## src/rtl/dacfe_pkg.sv

```systemverilog
package dacfe_pkg;

    typedef enum logic [1:0] {
        ST_IDLE = 2'd0,
        ST_EXEC = 2'd1,
        ST_HOLD = 2'd2
    } fe_state_e;

    localparam logic [3:0] OP_WSPAN      = 4'h2;
    localparam logic [3:0] OP_WCODE      = 4'h3;
    localparam logic [3:0] OP_UPD        = 4'h4;
    localparam logic [3:0] OP_UPD_ALL    = 4'h5;
    localparam logic [3:0] OP_WSPAN_UPD  = 4'h6;
    localparam logic [3:0] OP_WCODE_UPD  = 4'h7;
    localparam logic [3:0] OP_WSPAN_UALL = 4'h8;
    localparam logic [3:0] OP_WCODE_UALL = 4'h9;
    localparam logic [3:0] OP_RD_IN_SPAN = 4'hA;
    localparam logic [3:0] OP_RD_IN_CODE = 4'hB;
    localparam logic [3:0] OP_RD_AC_SPAN = 4'hC;
    localparam logic [3:0] OP_RD_AC_CODE = 4'hD;

    typedef struct packed {
        logic wr_span;
        logic wr_code;
        logic upd_tgt;
        logic upd_all;
        logic rd_en;
        logic rd_active;
        logic rd_code;
    } fe_dec_t;

endpackage

```

## src/rtl/dacfe_decode.sv

```systemverilog
module dacfe_decode
    import dacfe_pkg::*;
#(
    parameter int NUM_CH = 4,
    localparam int CH_W = $clog2(NUM_CH)
) (
    input  logic [7:0]        cmd,
    output fe_dec_t           dec,
    output logic [NUM_CH-1:0] tgt_mask,
    output logic [CH_W-1:0]   rd_ch
);
    logic [3:0] op;

    always_comb begin
        op  = cmd[7:4];
        dec = '0;
        unique case (op)
            OP_WSPAN:      dec.wr_span = 1'b1;
            OP_WCODE:      dec.wr_code = 1'b1;
            OP_UPD:        dec.upd_tgt = 1'b1;
            OP_UPD_ALL:    dec.upd_all = 1'b1;
            OP_WSPAN_UPD:  begin dec.wr_span = 1'b1; dec.upd_tgt = 1'b1; end
            OP_WCODE_UPD:  begin dec.wr_code = 1'b1; dec.upd_tgt = 1'b1; end
            OP_WSPAN_UALL: begin dec.wr_span = 1'b1; dec.upd_all = 1'b1; end
            OP_WCODE_UALL: begin dec.wr_code = 1'b1; dec.upd_all = 1'b1; end
            OP_RD_IN_SPAN: dec.rd_en = 1'b1;
            OP_RD_IN_CODE: begin dec.rd_en = 1'b1; dec.rd_code = 1'b1; end
            OP_RD_AC_SPAN: begin dec.rd_en = 1'b1; dec.rd_active = 1'b1; end
            OP_RD_AC_CODE: begin
                dec.rd_en     = 1'b1;
                dec.rd_active = 1'b1;
                dec.rd_code   = 1'b1;
            end
            default:       dec = '0;
        endcase
    end

    always_comb begin
        rd_ch = cmd[CH_W:1];
        if (cmd[3:0] == 4'hF) tgt_mask = '1;
        else                  tgt_mask = NUM_CH'(1) << rd_ch;
    end

endmodule

```

## src/rtl/dacfe_chan_bank.sv

```systemverilog
module dacfe_chan_bank
    import dacfe_pkg::*;
#(
    parameter int NUM_CH = 4,
    parameter int SPAN_W = 4,
    parameter int CODE_W = 16
) (
    input  logic                           clk,
    input  logic                           rst_n,
    input  logic                           apply,
    input  fe_dec_t                        dec,
    input  logic [NUM_CH-1:0]              tgt_mask,
    input  logic [SPAN_W-1:0]              new_span,
    input  logic [CODE_W-1:0]              new_code,
    output logic [NUM_CH-1:0][SPAN_W-1:0]  in_span,
    output logic [NUM_CH-1:0][CODE_W-1:0]  in_code,
    output logic [NUM_CH-1:0][SPAN_W-1:0]  ac_span,
    output logic [NUM_CH-1:0][CODE_W-1:0]  ac_code
);
    for (genvar i = 0; i < NUM_CH; i++) begin : g_ch
        logic              wr_s, wr_c, upd;
        logic [SPAN_W-1:0] nxt_span;
        logic [CODE_W-1:0] nxt_code;

        always_comb begin
            wr_s     = apply && dec.wr_span && tgt_mask[i];
            wr_c     = apply && dec.wr_code && tgt_mask[i];
            upd      = apply && ((dec.upd_tgt && tgt_mask[i]) || dec.upd_all);
            nxt_span = wr_s ? new_span : in_span[i];
            nxt_code = wr_c ? new_code : in_code[i];
        end

        always_ff @(posedge clk or negedge rst_n) begin
            if (!rst_n) begin
                in_span[i] <= '0;
                in_code[i] <= '0;
                ac_span[i] <= '0;
                ac_code[i] <= '0;
            end else begin
                in_span[i] <= nxt_span;
                in_code[i] <= nxt_code;
                if (upd) begin
                    ac_span[i] <= nxt_span;
                    ac_code[i] <= nxt_code;
                end
            end
        end
    end

endmodule

```

## src/rtl/dac_cmd_frontend.sv

```systemverilog
module dac_cmd_frontend
    import dacfe_pkg::*;
#(
    parameter int NUM_CH    = 4,
    parameter int SPAN_W    = 4,
    parameter int BYTE_W    = 8,
    parameter int READY_LAT = 4,
    localparam int CODE_W = 2 * BYTE_W,
    localparam int CH_W   = $clog2(NUM_CH),
    localparam int CNT_W  = (READY_LAT > 2) ? $clog2(READY_LAT) : 1
) (
    input  logic                          clk,
    input  logic                          rst_n,
    input  logic                          bus_wr,
    input  logic [1:0]                    bus_addr,
    input  logic [BYTE_W-1:0]             bus_wdata,
    output logic [BYTE_W-1:0]             bus_rdata,
    output logic                          cmd_ready,
    output logic [NUM_CH-1:0][SPAN_W-1:0] act_span,
    output logic [NUM_CH-1:0][CODE_W-1:0] act_code
);
    localparam logic [1:0] A_DLO  = 2'd0;
    localparam logic [1:0] A_DHI  = 2'd1;
    localparam logic [1:0] A_CMD  = 2'd2;
    localparam logic [1:0] A_STAT = 2'd3;

    fe_state_e                     state, state_nx;
    logic [CNT_W-1:0]              hold_cnt;
    logic [BYTE_W-1:0]             cmd_q, data_lo, data_hi;
    logic                          exec_now, idle_now;
    fe_dec_t                       dec;
    logic [NUM_CH-1:0]             tgt_mask;
    logic [CH_W-1:0]               rd_ch;
    logic [NUM_CH-1:0][SPAN_W-1:0] in_span;
    logic [NUM_CH-1:0][CODE_W-1:0] in_code;
    logic [CODE_W-1:0]             rb_val;

    dacfe_decode #(.NUM_CH(NUM_CH)) u_dec (
        .cmd      (cmd_q),
        .dec      (dec),
        .tgt_mask (tgt_mask),
        .rd_ch    (rd_ch)
    );

    dacfe_chan_bank #(
        .NUM_CH (NUM_CH),
        .SPAN_W (SPAN_W),
        .CODE_W (CODE_W)
    ) u_bank (
        .clk      (clk),
        .rst_n    (rst_n),
        .apply    (exec_now),
        .dec      (dec),
        .tgt_mask (tgt_mask),
        .new_span (data_lo[SPAN_W-1:0]),
        .new_code ({data_hi, data_lo}),
        .in_span  (in_span),
        .in_code  (in_code),
        .ac_span  (act_span),
        .ac_code  (act_code)
    );

    // state register
    always_ff @(posedge clk or negedge rst_n) begin
        if (!rst_n) state <= ST_IDLE;
        else        state <= state_nx;
    end

    always_comb begin
        state_nx = state;
        unique case (state)
            ST_IDLE: if (bus_wr && bus_addr == A_CMD) state_nx = ST_EXEC;
            ST_EXEC: state_nx = ST_HOLD;
            ST_HOLD: if (hold_cnt == '0) state_nx = ST_IDLE;
            default: state_nx = ST_IDLE;
        endcase
    end

    // outputs and mux
    always_comb begin
        idle_now  = (state == ST_IDLE);
        exec_now  = (state == ST_EXEC);
        cmd_ready = idle_now;
        if (dec.rd_code)
            rb_val = dec.rd_active ? act_code[rd_ch] : in_code[rd_ch];
        else
            rb_val = CODE_W'(dec.rd_active ? act_span[rd_ch] : in_span[rd_ch]);
        unique case (bus_addr)
            A_DLO:   bus_rdata = data_lo;
            A_DHI:   bus_rdata = data_hi;
            A_CMD:   bus_rdata = cmd_q;
            A_STAT:  bus_rdata = {idle_now, {(BYTE_W-1){1'b0}}};
            default: bus_rdata = '0;
        endcase
    end

    // hold counter and bus registers
    always_ff @(posedge clk or negedge rst_n) begin
        if (!rst_n) begin
            hold_cnt <= '0;
            cmd_q    <= '0;
            data_lo  <= '0;
            data_hi  <= '0;
        end else begin
            if (exec_now)
                hold_cnt <= CNT_W'(READY_LAT - 2);
            else if (state == ST_HOLD && hold_cnt != '0)
                hold_cnt <= hold_cnt - 1'b1;

            if (idle_now && bus_wr) begin
                if (bus_addr == A_DLO) data_lo <= bus_wdata;
                if (bus_addr == A_DHI) data_hi <= bus_wdata;
                if (bus_addr == A_CMD) cmd_q   <= bus_wdata;
            end else if (exec_now && dec.rd_en) begin
                data_lo <= rb_val[BYTE_W-1:0];
                data_hi <= rb_val[CODE_W-1:BYTE_W];
            end
        end
    end

endmodule

```

## config.mk

```make
export PLATFORM = sky130hd
export DESIGN_NAME = dac_cmd_frontend
export DESIGN_NICKNAME = d
export VERILOG_FILES = /design/src/rtl/dacfe_pkg.sv /design/src/rtl/dacfe_decode.sv /design/src/rtl/dacfe_chan_bank.sv /design/src/rtl/dac_cmd_frontend.sv
export SDC_FILE = /design/constraint.sdc
export NUM_CORES = 1
export LEC_CHECK = 0
export BUFFER_PORTS_ARGS = -buffer_cell sky130_fd_sc_hd__buf_2
export CAP_MARGIN = 10
export CORE_MARGIN = 3
export CORE_UTILIZATION = 25
export DETAILED_ROUTE_END_ITERATION = 8
export GPL_ROUTABILITY_DRIVEN = 0
export GPL_TIMING_DRIVEN = 0
export SYNTH_ARGS = -nofsm -noshare
export SYNTH_HDL_FRONTEND = slang
export SYNTH_SLANG_ARGS = --single-unit
export TNS_END_PERCENT = 5
```

## constraint.sdc

```tcl
create_clock -name clk -period 2.35 [get_ports clk]
set_input_delay 0.47 -clock clk [delete_from_list [all_inputs] [get_ports clk]]
set_output_delay 0.47 -clock clk [all_outputs]
set_load 0.03 [all_outputs]
```

# Word-level counts from Yosys, hierarchy flattened
# Cells that the tools add are included.
# op_classes
addsub,1
shift,1
n_eq_ne,22
magnitude_cmp,1
n_mux,39
reduce_logical,43
# ops
op,n
$mux W16,8
$bmux W16 S2,2
$mux W8,6
$mux W4,8
$pmux W8 S4,1
$eq A4 B4 Y1 const B,7
$logic_and A1 B1 Y1,22
$bmux W4 S2,2
$eq A4 B3 Y1 const B,4
$reduce_or A3 Y1,4
$eq A4 B2 Y1 const B,2
$mux W2,4
$reduce_and A2 Y1,4
$mux W1,7
$eq A2 B2 Y1 const B,3
$logic_not A2 Y1,3
$ne A2 B1 Y1 const B,3
$pmux W2 S3,1
$reduce_bool A2 Y1,3
$eq A2 B1 Y1 const B,2
$logic_or A1 B1 Y1,4
$reduce_or A2 Y1,2
$reduce_or A4 Y1,1
$shl A1 B2 Y4 const A,1
other kinds (3),3
# word_totals
wordCells,128
ff_bits,188
output_inout_bits,89

# Depth between registers and ports, before layout
# Gate-level depths: netlist of run 1.
# logic_depth
depth_word,7
mapped_depth,8
mapped_depth_nobuf,5

# Modules after synthesis
# From an unflattened synthesis of run 1, not the netlist that was laid out.
# unflattened
cells_unflattened,780
area_unflattened_um2,9858.2
# by_module_without_submodules
mod,seq_area_each_um2,area_each_um2,instances,cells_per_inst
dacfe_chan_bank,4003.8,7023.0,1,543
dac_cmd_frontend,700.7,2696.3,1,215
dacfe_decode,0.0,138.9,1,22

# Least setup slack after synthesis of run 1
# OpenSTA, ideal clock, no wires.
# synth_timing
kind,reg2reg
startpoint,reg cmd_q[6]
endpoint,reg u_bank.ac_code[16] in the netlist's numbering
stages_incl_launch_ff,8
synth_period_minus_slack_ns,2.479
arrival_time_ns,2.354
path_slack_ns,-0.129
path_cell_list,dfrtp_1 -> buf_6 -> or3b_4 -> a211o_1 -> nor2_1 -> buf_4 -> mux2_2 -> mux2_2
# synth_between
elab_chain_len,6
# synth_rtl
item,line_no,source
from (decl),dac_cmd_frontend.sv:29,"logic [BYTE_W-1:0] cmd_q, data_lo, data_hi;"
from (signal assigned),dac_cmd_frontend.sv:113,if (bus_addr == A_CMD) cmd_q <= bus_wdata;
$eq A4 B2 Y1 (tied with other cells),dacfe_decode.sv:17,unique case (op)
$reduce_or A3 Y1 (no line) *,n/a,
$mux W1 *,dacfe_decode.sv:17,
$logic_and A1 B1 Y1 * (2 in a row),dacfe_chan_bank.sv:27,wr_c = apply && dec.wr_code && tgt_mask[i];
$mux W16 *,dacfe_chan_bank.sv:30,nxt_code = wr_c ? new_code : in_code[i];
via u_bank.g_ch[1].nxt_code[0],dacfe_chan_bank.sv:23,logic [CODE_W-1:0] nxt_code;
"to (signal, indexed assignment)",dacfe_chan_bank.sv:44,ac_code[i] <= nxt_code;
to (decl),dacfe_chan_bank.sv:18,output logic [NUM_CH-1:0][CODE_W-1:0] ac_code
# The timed path passes the listed nets; every way through them passes the cells marked *.
# A chain may end at the register's enable or synchronous reset.

# Final worst setup path of run 1
# layout_timing
startpoint,reg cmd_q[6]
endpoint,reg u_bank.ac_code[53] in the netlist's numbering
# layout_between
elab_chain_len,6
# layout_rtl
item,line_no
$eq A4 B2 Y1 (tied with other cells),dacfe_decode.sv:17
$reduce_or A3 Y1 (no line) *,n/a
$mux W1 *,dacfe_decode.sv:17
$logic_and A1 B1 Y1 * (2 in a row),dacfe_chan_bank.sv:27
$mux W16 *,dacfe_chan_bank.sv:30
via u_bank.g_ch[3].nxt_code[5],dacfe_chan_bank.sv:23
# Marked as above.

==> results of run 1 <==
cell families (layout without fill, tap and decap cells):
kind of cell,Yosys count,in the layout,share of synthesized area
multiplexers,214,214,0.332
flip-flops,188,188,0.539
AND/OR/NAND/NOR,117,117,0.0582
AO/OA/AOI/OAI,60,60,0.0430
buffers and inverters,52,195,0.0259
adder cells (fa/ha/maj),1,1,0.00143
XOR/XNOR,1,1,0.00100
flip-flops by register name (all words and copies together) (netlist names):
signal / cells
u_bank.ac_code: 64
u_bank.in_code: 64
u_bank.ac_span: 16
u_bank.in_span: 16
cmd_q: 8
data_hi: 8
data_lo: 8
hold_cnt: 2
state: 2
through the flow:
stage,hold WS [ns],cell area (µm²)
final,0.00579,10800
after global routing,0.0376,10800
after CTS,0.0185,10700
after detailed placement,0.484,9850
after global placement,0.500,9810
after floorplan,0.174,8740
cell type report:
cell class / instances / share of cell area
Clock buffer: 17 / 0.0393
Clock inverter: 15 / 0.0120
Buffer: 41 / 0.0285
Multi-Input combinational cell: 393 / 0.366
Inverter: 8 / 0.00277
Tap cell: 448 / 0.0517
Sequential cell: 188 / 0.434
Timing Repair Buffer: 114 / 0.0649
cell usage in the layout (no fill, tap or decap), drive strengths merged, types with 8 or more instances in the layout:
master,n
nor2,19
a22oi,8
a21oi,8
o21ai,17
nand2,74
dfrtp,188
mux2i,8
buf,124
inv,15
clkbuf,47
mux2,165
mux4,41
a31oi,15
metal layers:
metal	up-vias	routed length, µm	track usage
li1	2581	-	-
met1	3073	11100	0.179
met2	181	13000	0.237
met3	35	1570	0.0409
met4	0	628	0.0540
met5	-	0	0
where the power goes:
part / internal (µW) / switching [µW] / total (µW)
Combinational: 2060 / 2750 / 4810
Sequential: 4200 / 760 / 4960
Clock: 1390 / 1360 / 2750
Total: 7650 / 4870 / 12500
worst max-delay path: stages (launching register included):
cell and delay [ns]:
sky130_fd_sc_hd__dfrtp_1 0.38, sky130_fd_sc_hd__buf_6 0.14, sky130_fd_sc_hd__or3b_4 0.40, sky130_fd_sc_hd__a211o_4 0.38, sky130_fd_sc_hd__or2_1 0.23, sky130_fd_sc_hd__buf_6 0.14, sky130_fd_sc_hd__buf_12 0.15, sky130_fd_sc_hd__mux2_4 0.31
sky130_fd_sc_hd__mux2_2 0.26
worst paths after layout:
check | to | cells after the start | slack, ns | start
setup / recovery | u_bank.ac_code[53]$_DFFE_PN0P_ | 8 | -0.15 | cmd_q[6]$_DFFE_PN0P_
hold / removal | u_bank.ac_code[33]$_DFFE_PN0P_ | 1 | 0.006 | rst_n
setup reg to reg | u_bank.ac_code[53]$_DFFE_PN0P_ | 8 | -0.15 | cmd_q[6]$_DFFE_PN0P_
hold reg to reg | u_bank.in_code[60]$_DFF_PN0_ | 1 | 0.52 | u_bank.in_code[60]$_DFF_PN0_
max in group asynchronous | cmd_q[5]$_DFFE_PN0P_ | 2 | 1.35 | rst_n
min in group clk | cmd_q[1]$_DFFE_PN0P_ | 3 | 0.31 | bus_wdata[1]
synthesized netlist by cell type (3+ instances only):
library cell	n
sky130_fd_sc_hd__a21oi_1	8
sky130_fd_sc_hd__a22oi_1	8
sky130_fd_sc_hd__mux4_2	41
sky130_fd_sc_hd__mux2i_1	8
sky130_fd_sc_hd__dfrtp_1	188
sky130_fd_sc_hd__o21ai_0	17
sky130_fd_sc_hd__nand2_1	74
sky130_fd_sc_hd__nand3_1	5
sky130_fd_sc_hd__buf_2	7
sky130_fd_sc_hd__inv_1	8
sky130_fd_sc_hd__o22a_1	5
sky130_fd_sc_hd__mux2_2	153
sky130_fd_sc_hd__clkbuf_1	31
sky130_fd_sc_hd__nor2b_1	3
sky130_fd_sc_hd__mux2_4	10
sky130_fd_sc_hd__nand2b_1	5
sky130_fd_sc_hd__nor2_1	19
sky130_fd_sc_hd__a31oi_1	15
what timing repair did:
item / CTS / global route
gates cloned: 1 / 1
endpoints found under the setup margin: 144 / 101
resized for setup: 79 / 36
hold buffers: 0 / 0
pin swaps: 7 / 3
buffers inserted: 4 / 6
==> results.toml, run 1 <==
[min_path]
hold_wc_path_type = "input pin to async pin"

[run_status]
status = "finished with violations"
violations = "setup timing"

[global_routing]
antenna_found_initial = 0
wire_length_of_the_first_global_routing_pass_um = 39400
grt.total_usage = 0.143
grt_start_max_net_pins = 118
grt_overflow = 0
first_global_vias = 6163

[layout]
n_antenna_cell = 0
number_of_nets_in_the_layout = 777
nFillCells = 3404
final_layout_size_suffix_gt1_frac = 0.505
fin_util = 0.319
multi_input_area_um2 = 3970
areaGrowthSynthToFinish_pct = 24.0
stdcell_count = 1224
layout.area.seq_um2 = 4710

[routing]
via_count = 5870
routedWlPerCell_um = 21.5
iteration_0_drc_markers = 484
drt-vias-per-instance = 4.80
number_of_antenna_violating_nets_in_the_routed_design = 0
drc = 0
drt_pass1_iterations = 5
totalWireLength_um = 26300

[logic_synthesis]
synth-edff-count = 0
synth_seq_cells = 188
synth-warning-count = 0
post-synth-top-area-cell = "sky130_fd_sc_hd__dfrtp_1"
avgSynthCellArea_um2 = 13.8
dominantRegCellSynth = "sky130_fd_sc_hd__dfrtp_1"
asyncSetResetFlopFracSynth = 1.00
syn-num-nets = 647
post_synthesis_sequential_area_ratio = 0.539
synth_top_cells_by_area = "sky130_fd_sc_hd__dfrtp_1 (54%), sky130_fd_sc_hd__mux2_2 (20%), sky130_fd_sc_hd__mux4_2 (11%), sky130_fd_sc_hd__nand2_1 (3.2%), sky130_fd_sc_hd__mux2_4 (1.7%)"
synthesis.area_um2 = 8730
yosysTopAreaCellShare = 0.539
postSynthCellCount = 633
yosys.cell_types.count = 39

[sta]
totalNegativeSetupSlack_ns = -5.00
fin_worst_skew_ns = 0.0130
timing.final.hold_violations = 0
tightest_slew_ns = 0.883
grt_setup_unrepaired = "yes"
report.final.setup_viol = 69
final_max_slew_viols = 0
fmax_ghz = 0.400
minimum_period_implied_by_the_final_worst_setup_slack_ns = 2.50
fin_ws_ns = -0.147
maxSlewHeadroom = 0.411
post_route_clock_period_utilization = 1.06

[floorplan]
fp.coreArea_um2 = 34000
die_y_um = 193
count_of_standard_cell_rows = 67
horiz_die_dim_um = 193
floorplan.io_pins = 102
initial_core_util = 0.257
design.die.area_um2 = 37200

[clocking]
clock-root-buffer = "sky130_fd_sc_hd__clkbuf_16"
tritoncts = "built"
numClockSinks = 188
cts.reportedPaths.clkPinSlew_ns = 0.07
clock_insertion_delay_worst_skew_ns = 0.44
cts_made_buffers = 17
ctsHtreeMaxLevel = 4
clk_path_buf_depth = 2

[setup_path]
cp_max_fo = 10
cp.arrival_ns = 2.82
worst-endpoint-required_ns = 2.67
endpoint_kind = "flop"
setup.worst_path.class = "flop to flop"
worst_setup_path_start_kind = "flop"

[power_and_ir_drop]
standby_leakage_power_uw = 0.00526
power.total_uw = 12500
power_density_nw_per_um2 = 1160
power.ir.vdd_worst_mv = 0.449

[place]
place_worst_setup_slack_ns = -0.559
dp_cells = 1183
numPortBuffers = 101
dpl.hpwl_um = 18200

[flow_run]
maxCapViolCount = 0
No activity file was read; power rests on OpenSTA's default activity.
==> run 2: changes to the inputs <==
BUFFER_PORTS_ARGS = -buffer_cell sky130_fd_sc_hd__clkbuf_2   (was -buffer_cell sky130_fd_sc_hd__buf_2)
CTS_BUF_LIST = sky130_fd_sc_hd__clkbuf_4 sky130_fd_sc_hd__clkbuf_8   (was unset)
clock period = 3 ns   (was 2.35 ns; I/O delays follow)
==> run 2 against run 1 <==
The flow now finishes without violations. Register-to-register slack better by 0.27 ns. Clock-buffer cell count stayed put. Setup slack better by 0.27 ns. Sequential share of layout area is 2.3 points higher. Sequential cell count stayed put. Clock power is 31% lower. Global-route usage is 0.21 points lower. Routed wire length is 2.5% lower. Clock skew is 0.0049 ns higher. Non-clock buffer count is 9 lower. Critical path type is now input pin to output port. Largest power group unchanged.
==> results.toml, run 2 (synthesized netlist as in run 1, its figures left out) <==
[run_status]
status = "finished clean"

[routing]
number_of_antenna_violating_nets_in_the_routed_design = 0
via_count = 5712
drt-vias-per-instance = 4.70
drt_pass1_iterations = 4
totalWireLength_um = 25600
routedWlPerCell_um = 21.1
drc = 0
iteration_0_drc_markers = 361

[layout]
reg.largest.list = "u_bank.ac_code (64), u_bank.in_code (64)"
areaGrowthSynthToFinish_pct = 17.9
layout.cells.most_common = "sky130_fd_sc_hd__dfrtp_1"
nFillCells = 3461
n_antenna_cell = 0
layout.cells.most_common_list = "sky130_fd_sc_hd__dfrtp_1 (188), sky130_fd_sc_hd__mux2_2 (153), sky130_fd_sc_hd__clkbuf_2 (102)"
stdcell_area_um2 = 10300
number_of_nets_in_the_layout = 768
final_layout_size_suffix_gt1_frac = 0.464

[global_routing]
grt.total_usage = 0.141
wire_length_of_the_first_global_routing_pass_um = 38600
antenna_found_initial = 0
grt_overflow = 0
grt_start_max_net_pins = 98
first_global_vias = 6072

[sta]
final_max_slew_viols = 0
report.final.setup_viol = 0
grt_setup_unrepaired = "yes"
tightest_slew_ns = 1.10
post_route_clock_period_utilization = 0.961
fin_ws_ns = 0.118
fin_worst_skew_ns = 0.0179
minimum_period_implied_by_the_final_worst_setup_slack_ns = 2.88
maxSlewHeadroom = 0.259
finalHoldWorstSlack_ns = 0.192
timing.final.hold_violations = 0
fmax_ghz = 0.347

[setup_path]
crit_path_frequent_cell = "sky130_fd_sc_hd__clkbuf_2"
cp_max_fo = 10
critical-path-max-stage-delay_ns = 0.60
worst-endpoint-required_ns = 2.40
cp.arrival_ns = 2.28
setup.worst_path.class = "input pin to output port"
endpoint_kind = "output port"
timing.critical_path.slowest_stage_cell = "sky130_fd_sc_hd__clkbuf_1"
reg2reg_slack_ns = 0.12
worst_setup_path_start_kind = "input pin"
timing.critical_path.cells = "clkbuf_2 > clkbuf_1 > nor2b_1 > clkbuf_2 > nand2_1 > o21ai_0 > clkbuf_2"

[clocking]
cts_made_buffers = 17
clk_path_buf_depth = 2
clock_insertion_delay_worst_skew_ns = 0.49
numClockSinks = 188
cts.reportedPaths.clkPinSlew_ns = 0.11
tritoncts = "built"
clock-root-buffer = "sky130_fd_sc_hd__clkbuf_8"
cts-hold-fix-buffers = 0
post-cts-setup-buffer-count = 0
ctsHtreeMaxLevel = 4

[power_and_ir_drop]
power.total_uw = 9340
standby_leakage_power_uw = 0.00494
power_density_nw_per_um2 = 908
power.ir.vdd_worst_mv = 0.341

[floorplan]
fp.coreArea_um2 = 34000
initial_core_util = 0.257
die_y_um = 193
horiz_die_dim_um = 193
count_of_standard_cell_rows = 67
floorplan.io_pins = 102
design.die.area_um2 = 37200

[place]
place_worst_setup_slack_ns = -0.0493
dpl.hpwl_um = 18400
numPortBuffers = 101
detailed_place.area_um2 = 9840

[min_path]
hold_wc_path_type = "input pin to async pin"

[flow_run]
maxCapViolCount = 0
## run 2: changes by cell type in the layout (fill, tap and decap cells not counted), sizes merged
cell	change
buf	-111
bufbuf	-1
bufinv	+4
clkbuf	+103
clkinv	-2
clkinvlp	+1
inv	-3
## run 2: timing repair
action	4_1_cts	5_1_grt
endpoints found under the setup margin	16	37
gates resized for setup	8	9
endpoints found under the hold margin	0	0
pin swaps	0	0
## run 2: path summary, 6_finish.rpt
kind                       depth (start not counted)                         from                             end
max in group asynchronous                          2                        rst_n    u_bank.in_code[14]$_DFF_PN0_
hold reg to reg                                    1  u_bank.in_span[9]$_DFF_PN0_     u_bank.in_span[9]$_DFF_PN0_
hold / removal                                     1                        rst_n          data_hi[1]$_DFFE_PN0P_
setup reg to reg                                   8         cmd_q[6]$_DFFE_PN0P_  u_bank.ac_code[12]$_DFFE_PN0P_
setup / recovery                                   7                  bus_addr[0]                    bus_rdata[2]
min in group clk                                   2                 bus_wdata[6]            cmd_q[6]$_DFFE_PN0P_
## run 2: through the flow
stage	TNS, ns	std cells	utilization
finish	0	1215	0.303
CTS	0	1215	0.303
detailed placement	-0.332	1183	0.290
floorplan	0	633	-
global placement	-441.35	1182	0.289
global route	-0.534	1215	0.303
## run 2: layout make-up
class | count | area [µm²] | area share
Tap cell | 448 | 561 | 0.0544
Inverter | 8 | 30.0 | 0.00292
Clock inverter | 15 | 211 | 0.0205
Clock buffer | 17 | 234 | 0.0227
Sequential cell | 188 | 4700 | 0.457
Multi-Input combinational cell | 393 | 3810 | 0.370
Buffer | 44 | 204 | 0.0198
Timing Repair Buffer | 102 | 542 | 0.0526
## run 2: worst max-delay path: cells and delay by family
| kind | cells | cell delay [ns] |
|---|---|---|
| AOI/OAI and AO/OA | 1 | 0.22 |
| buffers and inverters | 4 | 1.22 |
| and+or+nand+nor | 2 | 0.23 |
## run 2: routing by layer
metal | vias to the layer above | share of wire | wire (µm) | global-route usage
met4 | 0 | 0.022 | 566 | 0.0484
met5 | - | 0 | 0 | 0
li1 | 2564 | - | - | -
met2 | 131 | 0.49 | 12700 | 0.237
met3 | 31 | 0.054 | 1380 | 0.0412
met1 | 2986 | 0.43 | 11000 | 0.174
## run 2: where the power goes
part / total [µW] / switching, µW / internal [µW] / leakage [µW]
clock: 1890 / 969 / 922 / 0.000215
combinational: 3610 / 2140 / 1470 / 0.00218
sequential: 3840 / 554 / 3290 / 0.00254
==> run 3: changes to the inputs <==
CORE_UTILIZATION = 45   (was 25)
==> run 3 against run 2 <==
Utilization grew 23 points. Total power shrank 2.2%. Sequential power is essentially flat. Die area shrank 43%. Critical path depth is the same. Routed wire length shrank 7.7%. Register-to-register slack is essentially flat. Non-clock buffer count is the same. Clock-buffer cell count grew 2. Via count grew 1.7%. Critical endpoint is now bus_rdata[4]. Largest power group unchanged.
==> results.toml, run 3 (synthesized netlist as in run 1, its figures left out) <==
[run_status]
status = "finished clean"

[routing]
via_count = 5811
routedWlPerCell_um = 23.1
number_of_antenna_violating_nets_in_the_routed_design = 0
drt_pass1_iterations = 7
drc = 0
iteration_0_drc_markers = 306
totalWireLength_um = 23700
drt-vias-per-instance = 5.66

[place]
place_worst_setup_slack_ns = -0.102
numPortBuffers = 101
dp_cells = 995
dpl.hpwl_um = 16600

[setup_path]
setup.worst_path.class = "input pin to output port"
path_delay_family = "buffers and inverters"
timing.critical_path.slowest_stage_cell = "sky130_fd_sc_hd__clkbuf_1"
cp_max_fo = 10
critical-path-max-stage-delay_ns = 0.41
cp.arrival_ns = 2.31
r2r_cells = 7
timing.critical_path.cells = "clkbuf_2 > clkbuf_1 > nor2b_1 > clkbuf_1 > nand2_1 > o21ai_0 > clkbuf_2"
cp_num_buf_inv = 4
worst-endpoint-required_ns = 2.40
worst_setup_path_start_kind = "input pin"
timing.critical_path.depth = 7
endpoint_kind = "output port"

[layout]
layout.cells.most_common_list = "sky130_fd_sc_hd__dfrtp_1 (188), sky130_fd_sc_hd__mux2_2 (153), sky130_fd_sc_hd__clkbuf_2 (101)"
layout.area.seq_um2 = 4700
number_of_nets_in_the_layout = 768
stdcell_count = 1026
nFillCells = 1664
layout.cells.most_common = "sky130_fd_sc_hd__dfrtp_1"
reg.largest.list = "u_bank.ac_code (64), u_bank.in_code (64)"
n_antenna_cell = 0
multi_input_area_um2 = 3810
final_layout_size_suffix_gt1_frac = 0.462
areaGrowthSynthToFinish_pct = 14.7

[floorplan]
fp.coreArea_um2 = 18900
count_of_standard_cell_rows = 50
horiz_die_dim_um = 145
floorplan.io_pins = 102
die_y_um = 145
initial_core_util = 0.462
design.die.area_um2 = 21100

[sta]
maxSlewHeadroom = 0.207
fmax_ghz = 0.343
fin_ws_ns = 0.0886
fin_worst_skew_ns = 0.0111
grt_setup_unrepaired = "yes"
minimum_period_implied_by_the_final_worst_setup_slack_ns = 2.91
final_max_slew_viols = 0
timing.final.hold_violations = 0
report.final.setup_viol = 0
totalNegativeSetupSlack_ns = 0
post_route_clock_period_utilization = 0.970
tightest_slew_ns = 1.18

[clocking]
ctsHtreeMaxLevel = 4
numClockSinks = 188
tritoncts = "built"
cts-hold-fix-buffers = 0
cts.reportedPaths.clkPinSlew_ns = 0.10
cts_made_buffers = 17
clock-root-buffer = "sky130_fd_sc_hd__clkbuf_8"
clock_insertion_delay_worst_skew_ns = 0.47
clk_path_buf_depth = 2

[global_routing]
grt.total_usage = 0.228
grt_start_max_net_pins = 110
grt_overflow = 0
antenna_found_initial = 0
wire_length_of_the_first_global_routing_pass_um = 36900
first_global_vias = 6230

[power_and_ir_drop]
p_clk_frac = 0.187
power.total_uw = 9140
p_sw_uw = 3590
sequential_group_share_of_total_power = 0.420
power_density_nw_per_um2 = 913
standby_leakage_power_uw = 0.00491
power.ir.vdd_worst_mv = 0.388
power_switching_share = 0.393
power_report.internal_total_uw = 5550
combinationalPowerShare = 0.393

[flow_run]
maxCapViolCount = 0

[min_path]
hold_wc_path_type = "input pin to async pin"
run 3: changes by cell type in the layout (fill, tap and decap cells not counted), sizes merged:
cell | previous run | this run
bufinv | 4 | 2
buf | 13 | 12
inv | 12 | 11
clkbuf | 150 | 152
clkdlybuf4s15 | 0 | 1
run 3: cell type report:
class	instances	area share
clock inverters	12	0.0136
multi-input cells	393	0.380
well taps	260	0.0325
flip-flops and latches	188	0.470
repair buffers	102	0.0541
clock buffers	19	0.0261
inverters	8	0.00300
plain buffers	44	0.0209
run 3: through the flow:
stage,util,hold WS [ns],instance area [µm²]
after floorplan,-,0.304,8730
after global placement,0.506,0.493,9570
after detailed placement,0.508,0.503,9600
after CTS,0.530,0.168,10000
after global routing,0.530,0.173,10000
final,0.530,0.142,10000
run 3: path summary, 6_finish.rpt:
kind                                               from                        endpoint  slack, ns
hold reg to reg            u_bank.in_span[11]$_DFF_PN0_    u_bank.in_span[11]$_DFF_PN0_       0.52
setup reg to reg                   cmd_q[5]$_DFFE_PN0P_  u_bank.ac_code[24]$_DFFE_PN0P_       0.12
setup / recovery                            bus_addr[1]                    bus_rdata[4]       0.09
max in group asynchronous                         rst_n    u_bank.in_code[34]$_DFF_PN0_       1.91
min in group clk                           bus_wdata[1]            cmd_q[1]$_DFFE_PN0P_       0.41
hold / removal                                    rst_n   u_bank.ac_code[6]$_DFFE_PN0P_       0.14
run 3: layer usage:
layer  track usage  up-vias  routed length [µm]  part of all wire
li1              -     2560                   -                 -
met1         0.327     3046               10700              0.45
met2         0.363      179               11300              0.48
met3        0.0384       26                1140             0.048
met4        0.0679        0                 431             0.018
met5             0        -                   0                 0
run 3: what timing repair did:
| item | in CTS | in global routing |
|---|---|---|
| buffers inserted | 0 | 0 |
| endpoints found under the setup margin | 26 | 21 |
| resized for setup | 8 | 5 |
run 3: power by group through the flow:
stage                     Sequential, µW  Combinational [µW]  Clock, µW
after floorplan                     4130                2140          0
after global placement              3820                3510          0
after detailed placement            3880                3580          0
after CTS                           3830                3600       1750
after global routing                3950                3840       1850
final                               3840                3590       1710
